`src/rtl/gpio_irq_pkg.sv`:
```
package gpio_irq_pkg;
    localparam int PIN_COUNT      = 32;
    localparam int CODE_W         = 2;
    localparam int PINS_PER_HALF  = 16;
    localparam int ADDR_W         = 3;

    typedef enum logic [CODE_W-1:0] {
        TRIG_RISE = 2'b00,
        TRIG_FALL = 2'b01,
        TRIG_HIGH = 2'b10,
        TRIG_LOW  = 2'b11
    } trig_code_e;

    typedef enum logic [ADDR_W-1:0] {
        REG_TRIG_LO = 3'd0,
        REG_TRIG_HI = 3'd1,
        REG_USE     = 3'd2,
        REG_DIR     = 3'd3,
        REG_MASK    = 3'd4,
        REG_STATUS  = 3'd5
    } reg_addr_e;
endpackage

```
`src/rtl/gpio_irq_sync.sv`:
```
module gpio_irq_sync #(
    parameter int WIDTH  = 32,
    parameter int STAGES = 2
) (
    input  logic             clk,
    input  logic             rst_n,
    input  logic [WIDTH-1:0] async_in,
    output logic [WIDTH-1:0] sync_out,
    output logic [WIDTH-1:0] prev_out
);
    logic [WIDTH-1:0] stage_q [STAGES];
    logic [WIDTH-1:0] prev_q;

    always_ff @(posedge clk or negedge rst_n) begin
        if (!rst_n) begin
            for (int s = 0; s < STAGES; s++) stage_q[s] <= '0;
            prev_q <= '0;
        end else begin
            stage_q[0] <= async_in;
            for (int s = 1; s < STAGES; s++) stage_q[s] <= stage_q[s-1];
            prev_q <= stage_q[STAGES-1];
        end
    end

    assign sync_out = stage_q[STAGES-1];
    assign prev_out = prev_q;
endmodule

```
`src/rtl/gpio_irq_detect.sv`:
```
module gpio_irq_detect
    import gpio_irq_pkg::*;
(
    input  logic [PIN_COUNT-1:0]                 cur_lvl,
    input  logic [PIN_COUNT-1:0]                 old_lvl,
    input  logic [PINS_PER_HALF*CODE_W-1:0]      trig_lo,
    input  logic [PINS_PER_HALF*CODE_W-1:0]      trig_hi,
    input  logic [PIN_COUNT-1:0]                 use_sel,
    input  logic [PIN_COUNT-1:0]                 dir_out,
    output logic [PIN_COUNT-1:0]                 evt
);
    for (genvar p = 0; p < PIN_COUNT; p++) begin : g_pin
        localparam int FIELD = CODE_W * (p % PINS_PER_HALF);
        trig_code_e code;
        logic       hit;

        if (p < PINS_PER_HALF) begin : g_lo
            assign code = trig_code_e'(trig_lo[FIELD +: CODE_W]);
        end else begin : g_hi
            assign code = trig_code_e'(trig_hi[FIELD +: CODE_W]);
        end

        always_comb begin
            unique case (code)
                TRIG_RISE: hit =  cur_lvl[p] & ~old_lvl[p];
                TRIG_FALL: hit = ~cur_lvl[p] &  old_lvl[p];
                TRIG_HIGH: hit =  cur_lvl[p];
                TRIG_LOW:  hit = ~cur_lvl[p];
                default:   hit = 1'b0;
            endcase
        end

        assign evt[p] = hit & use_sel[p] & ~dir_out[p];
    end
endmodule

```
`src/rtl/gpio_irq_regs.sv`:
```
module gpio_irq_regs
    import gpio_irq_pkg::*;
(
    input  logic                            clk,
    input  logic                            rst_n,
    input  logic                            bus_wr,
    input  logic [ADDR_W-1:0]               bus_addr,
    input  logic [31:0]                     bus_wdata,
    output logic [31:0]                     bus_rdata,
    input  logic [PIN_COUNT-1:0]            evt,
    output logic [PINS_PER_HALF*CODE_W-1:0] trig_lo,
    output logic [PINS_PER_HALF*CODE_W-1:0] trig_hi,
    output logic [PIN_COUNT-1:0]            use_sel,
    output logic [PIN_COUNT-1:0]            dir_out,
    output logic [PIN_COUNT-1:0]            mask,
    output logic [PIN_COUNT-1:0]            status
);
    logic                 wr_status;
    logic [PIN_COUNT-1:0] clr_bits;

    assign wr_status = bus_wr && (reg_addr_e'(bus_addr) == REG_STATUS);
    assign clr_bits  = wr_status ? bus_wdata[PIN_COUNT-1:0] : '0;

    always_ff @(posedge clk or negedge rst_n) begin
        if (!rst_n) begin
            trig_lo <= '0;
            trig_hi <= '0;
            use_sel <= '0;
            dir_out <= '0;
            mask    <= '0;
            status  <= '0;
        end else begin
            if (bus_wr) begin
                unique case (reg_addr_e'(bus_addr))
                    REG_TRIG_LO: trig_lo <= bus_wdata;
                    REG_TRIG_HI: trig_hi <= bus_wdata;
                    REG_USE:     use_sel <= bus_wdata[PIN_COUNT-1:0];
                    REG_DIR:     dir_out <= bus_wdata[PIN_COUNT-1:0];
                    REG_MASK:    mask    <= bus_wdata[PIN_COUNT-1:0];
                    default:     ;
                endcase
            end
            status <= (status & ~clr_bits) | evt;
        end
    end

    always_comb begin
        unique case (reg_addr_e'(bus_addr))
            REG_TRIG_LO: bus_rdata = trig_lo;
            REG_TRIG_HI: bus_rdata = trig_hi;
            REG_USE:     bus_rdata = use_sel;
            REG_DIR:     bus_rdata = dir_out;
            REG_MASK:    bus_rdata = mask;
            REG_STATUS:  bus_rdata = status;
            default:     bus_rdata = '0;
        endcase
    end

    // bits written as one without a coinciding event are gone next cycle
    assert_w1c_clears_R6: assert property (@(posedge clk) disable iff (!rst_n)
        wr_status |=> ((status & $past(bus_wdata[PIN_COUNT-1:0]) & ~$past(evt)) == '0));

    // bits written as zero keep a set value
    assert_zero_keeps_R6: assert property (@(posedge clk) disable iff (!rst_n)
        wr_status |=> ((($past(status) & ~$past(bus_wdata[PIN_COUNT-1:0])) & ~status) == '0));

    // an event always leaves its bit set, whatever the bus wrote
    assert_event_wins_R7: assert property (@(posedge clk) disable iff (!rst_n)
        (|evt) |=> ((status & $past(evt)) == $past(evt)));

    // a freshly set status bit belongs to an enabled input pin
    assert_only_enabled_set_R9: assert property (@(posedge clk) disable iff (!rst_n)
        1'b1 |=> (((status & ~$past(status)) & ~($past(use_sel) & ~$past(dir_out))) == '0));
endmodule

```
`src/rtl/gpio_irq_port.sv`:
```
module gpio_irq_port
    import gpio_irq_pkg::*;
#(
    parameter int SYNC_STAGES = 2
) (
    input  logic        clk,
    input  logic        rst_n,
    input  logic        bus_wr,
    input  logic [2:0]  bus_addr,
    input  logic [31:0] bus_wdata,
    output logic [31:0] bus_rdata,
    input  logic [31:0] pin_in,
    output logic        port_irq
);
    logic [PIN_COUNT-1:0]            cur_lvl, old_lvl, evt;
    logic [PINS_PER_HALF*CODE_W-1:0] trig_lo, trig_hi;
    logic [PIN_COUNT-1:0]            use_sel, dir_out, mask, status;

    gpio_irq_sync #(.WIDTH(PIN_COUNT), .STAGES(SYNC_STAGES)) u_sync (
        .clk      (clk),
        .rst_n    (rst_n),
        .async_in (pin_in),
        .sync_out (cur_lvl),
        .prev_out (old_lvl)
    );

    gpio_irq_detect u_detect (
        .cur_lvl (cur_lvl),
        .old_lvl (old_lvl),
        .trig_lo (trig_lo),
        .trig_hi (trig_hi),
        .use_sel (use_sel),
        .dir_out (dir_out),
        .evt     (evt)
    );

    gpio_irq_regs u_regs (
        .clk       (clk),
        .rst_n     (rst_n),
        .bus_wr    (bus_wr),
        .bus_addr  (bus_addr),
        .bus_wdata (bus_wdata),
        .bus_rdata (bus_rdata),
        .evt       (evt),
        .trig_lo   (trig_lo),
        .trig_hi   (trig_hi),
        .use_sel   (use_sel),
        .dir_out   (dir_out),
        .mask      (mask),
        .status    (status)
    );

    assign port_irq = |(status & mask);

    // no interrupt while every mask bit is clear
    assert_mask_gates_irq_R8: assert property (@(posedge clk) disable iff (!rst_n)
        (mask == '0) |-> !port_irq);

    // no interrupt without a latched event
    assert_irq_needs_event_R8: assert property (@(posedge clk) disable iff (!rst_n)
        (status == '0) |-> !port_irq);
endmodule

```
`config.mk`:
```
export PLATFORM = sky130hd
export DESIGN_NAME = gpio_irq_port
export DESIGN_NICKNAME = d
export VERILOG_FILES = /design/src/rtl/gpio_irq_pkg.sv /design/src/rtl/gpio_irq_sync.sv /design/src/rtl/gpio_irq_detect.sv /design/src/rtl/gpio_irq_regs.sv /design/src/rtl/gpio_irq_port.sv
export SDC_FILE = /design/constraint.sdc
export NUM_CORES = 1
export LEC_CHECK = 0
export BUFFER_PORTS_ARGS = -buffer_cell sky130_fd_sc_hd__buf_2
export CORE_MARGIN = 2
export CORE_UTILIZATION = 51
export DETAILED_ROUTE_END_ITERATION = 10
export PLACE_DENSITY = 0.7
export SLEW_MARGIN = 20
export SYNTH_ARGS = -nofsm -noshare
export SYNTH_HDL_FRONTEND = slang
export SYNTH_SLANG_ARGS = --single-unit
```
`constraint.sdc`:
```
create_clock -name clk -period 2.9 [get_ports clk]
set_input_delay 0 -clock clk [delete_from_list [all_inputs] [get_ports clk]]
set_output_delay 0 -clock clk [all_outputs]
set_load 0.1 [all_outputs]
```
Yosys cells after proc, flatten, opt, wreduce, memory -nomap -nowiden
Cells that the tools add are included.

word-level totals
  flip-flop bits (word level) = 288
  bits in latches = 0
  RAM bits = 0
  bits in read-only memories = 0
  input bits = 70
  memories kept = 0

cells by class
  add/sub/neg operators = 0
  $mul = 0
  divide/modulo/power cells = 0
  order comparisons = 0
  eq/ne operators = 101
  shifts and indexed selects = 0
  multiplexer cells = 34
  bitwise logic cells = 228
  reductions and logical operators = 40

operators with widths
  cell                number
  $pmux 32 s6         1
  $and 1x1->1         128
  $eq 2x2->1 const B  64
  $pmux 1 s4          32
  $not 1->1           96
  $and 32x32->32      2
  $eq 2x1->1 const B  32
  $logic_not 2->1     32
  $mux 32             1
  $not 32->32         1
  $or 32x32->32       1
  $reduce_or 32->1    1
  $reduce_and 2->1    5
  $eq 3x2->1 const B  2
  $eq 3x3->1 const B  2
  $eq 3x1->1 const B  1
  $logic_not 3->1     1
  $logic_and 1x1->1   1

Depth between registers and ports, before layout
  depth in word-level cells = 6
  depth in mapped cells = 5
  mapped depth without buffers = 3

Modules after synthesis
A second synthesis with hierarchy kept.

unflattened totals
  cell total of the unflattened synthesis = 990
  area, all modules = 12665.9 um2

modules (own cells, without submodules)
  module           times used  cells an instance  area each (um2)  seq. area each (um2)
  gpio_irq_regs    1           681                8824.7           4804.6
  gpio_irq_sync    1           128                2642.5           2402.3
  gpio_irq_detect  1           160                1041.0           0.0
  gpio_irq_port    1           21                 157.7            0.0

Worst setup path after synthesis
OpenSTA, ideal clock, no wires.

  path type = flip-flop to output port
  start = register u_regs.mask[3]
  end = output port_irq
  data arrival time = 1.596 ns
  required time = 2.900 ns
  path slack = 1.304 ns
  cell stages (with the launch flop) = 4
  path buffers = 0
  path through = dfrtp_1 > a22oi_1 > nand4_1 > or4_1

on the way
  longest elaborated chain between the ends = 2

RTL lines
  what                    RTL line             text
  from (decl)             gpio_irq_regs.sv:15  output logic [PIN_COUNT-1:0] mask,
  from (signal assigned)  gpio_irq_regs.sv:39  REG_MASK: mask <= bus_wdata[PIN_COUNT-1:0];
  $and 32x32->32          gpio_irq_port.sv:53  assign port_irq = |(status & mask);
  $reduce_or 32->1        gpio_irq_port.sv:53
  to (decl)               gpio_irq_port.sv:13  output logic port_irq

No other way between the ends.

Final worst setup path
  start = register u_regs.status[31]
  end = output port_irq

on the way
  longest elaborated chain between the ends = 2

RTL lines
  what                    RTL line             text
  from (decl)             gpio_irq_regs.sv:16  output logic [PIN_COUNT-1:0] status
  from (signal assigned)  gpio_irq_regs.sv:43  status <= (status & ~clr_bits) | evt;
  $and 32x32->32          gpio_irq_port.sv:53
  $reduce_or 32->1        gpio_irq_port.sv:53

No other way between the ends.

==> results.json <==
{
  "dp_hpwl_um": 18600,
  "setup_ws_ns": 0.441,
  "row_count": 55,
  "fin_nets": 1127,
  "drtIter0Drc": 591,
  "clock_latency_ns": 0.55,
  "cts_setup_buffers": 0,
  "fin_area_um2": 14200,
  "rrSetupSlack_ns": 1.51,
  "synth_area_per_cell_um2": 13.4,
  "clk_pin_slew_ns": 0.06,
  "gp_congestion": 0.823,
  "fin_crit_ns": 2.46,
  "portBuffers": 102,
  "drive_gt1_share_pct": 16.3,
  "post-route-period-util_pct": 84.8,
  "area_growth_pct": 21.3,
  "wl_um": 29600,
  "finClkSkew_ns": 0.00600,
  "synth_fp_nets": 946,
  "ys_ff_latch": 288,
  "path_max_fanout": 3,
  "die_area_um2": 24200,
  "io_pins": 103,
  "relSlewSlack_pct": 46.7,
  "crit_start": "u_regs.status[31]",
  "initial_core_util_pct": 51.8,
  "crit_arrival_ns": 2.46,
  "power_density_nw_per_um2": 820,
  "n_antenna_cell": 0,
  "p_leak_nw": 6.22,
  "die_w_um": 156,
  "dp_cells": 1245,
  "start_kind": "flip-flop",
  "wl_per_cell_um": 21.7,
  "min_path_type": "in2reg",
  "core-area_um2": 22600,
  "syn_inst": 876,
  "tightest_slew_ns": 0.800,
  "critical_path_class": "reg2out",
  "irDropWorstVdd_uv": 628,
  "cts-root-buf": "clkbuf_16",
  "final_common_cell": "dfrtp_1",
  "setup_violations": 0,
  "worstHoldStart": "bus_wr",
  "cts_buffers": 30,
  "hold_buffers": 65,
  "dpl-instance-area_um2": 12600,
  "grt_antenna_before_repair": 1,
  "die_h_um": 156,
  "grt_max_degree": 98,
  "slew_violations": 0,
  "finalPower_mw": 11.7,
  "grtUsageTotal_pct": 25.0,
  "cp.required_ns": 2.90,
  "ys_seq_area_share_pct": 61.4,
  "ys_types": 22,
  "dpl_worst_slack_ns": 0.956,
  "cts_tree": "yes",
  "grt_pass1_vias": 8182,
  "clock-sinks": 288,
  "drv_cap": 0,
  "setup_tns_ns": 0,
  "fin_cells": 1362,
  "ys_warn_count": 0,
  "end_kind": "output port",
  "rsz0062_at_grt": "no",
  "post_drt_via_cell_ratio": 5.93,
  "r2r-start": "u_regs.trig_hi[0]",
  "drt_pass1_iterations": 5,
  "grt_pass1_wl_um": 46800,
  "mostFrequentLayoutCells": "dfrtp_1 (288), mux2_1 (160), a22oi_1 (112)",
  "synth_area_um2": 11700,
  "drc": 0,
  "status": "completed",
  "post_cts_resized": 0,
  "vias": 8072,
  "h-tree-depth": 1,
  "timing.hold.ws_ns": 0.0392,
  "final_util_pct": 62.9,
  "cts_buffer_depth": 3,
  "postRouteAntennaNets": 0,
  "timing.fmax_mhz": 407,
  "grt_overflow": 0,
  "final_hold_viol_count": 0
}
## power by group
group / total [mW] / switching, mW / internal (mW)
Combinational: 2.40 / 1.51 / 0.890
Sequential: 5.53 / 0.720 / 4.81
Clock: 3.75 / 1.53 / 2.22
## worst max-delay path, cell delays in order, from the launching register on
cell     delay [ns]
dfrtp_1        0.41
a22oi_1        0.38
nand4_1        0.16
or4_1          0.62
buf_2          0.33
## synthesized netlist by cell type
cell | count | area share, %
nand4_1 | 4 | 0.21
or4_1 | 1 | 0.064
and2_1 | 4 | 0.21
clkbuf_1 | 20 | 0.64
nor2b_1 | 32 | 1.7
and3b_1 | 2 | 0.15
a22oi_1 | 112 | 7.2
buf_6 | 9 | 0.86
and4b_1 | 1 | 0.085
buf_4 | 9 | 0.58
o22ai_1 | 32 | 1.7
inv_1 | 32 | 1.0
nor3_2 | 1 | 0.085
mux2_1 | 160 | 15
nand3_1 | 32 | 1.4
nand2_1 | 33 | 1.1
nand2b_1 | 32 | 1.7
buf_2 | 5 | 0.21
o21ai_0 | 32 | 1.4
a32o_1 | 32 | 2.7
dfrtp_1 | 288 | 61
nor3b_2 | 3 | 0.32
## final cells by class
cell class                 instances  area (µm²)
multi-input combinational        513        4170
timing repair buffer             192        1410
fill                            1730        8410
tap                              285         357
inverter                          32         120
sequential                       288        7210
clock buffer                      50         956
clock inverter                     2        21.3
## worst paths after layout
check / endpoint / cells past startpoint
min reg2reg: u_sync.sync_out[16] / 0
min in group asynchronous: u_sync.sync_out[29] / 2
max: port_irq / 4
min: u_regs.mask[26] / 3
max in group asynchronous: u_regs.dir_out[11] / 3
max reg2reg: u_regs.status[16] / 3
## cell families after synthesis
| family | after synthesis | synth area share [%] |
|---|---|---|
| AOI/OAI and AO/OA | 208 | 13.0 |
| DFF | 288 | 61.4 |
| muxes | 160 | 15.4 |
| buffers and inverters | 75 | 3.32 |
| and+or+nand+nor | 145 | 6.96 |
## routing by layer
layer	vias up	share of wire (%)	global-route usage (%)
met5	-	0.027	0
met4	2	2.4	7.43
met3	52	5.4	3.44
met2	286	47	40.0
met1	4113	45	35.9
li1	3619	-	-
## state kept, by name, indices dropped and copies added (netlist names)
| name | count |
|---|---|
| u_regs.dir_out | 32 |
| u_regs.trig_lo | 32 |
| u_regs.mask | 32 |
| u_regs.trig_hi | 32 |
| u_sync.sync_out | 32 |
| u_regs.status | 32 |
| u_sync.stage_q | 32 |
| u_regs.use_sel | 32 |
| u_sync.prev_out | 32 |
No activity file was read; power rests on OpenSTA's default activity.
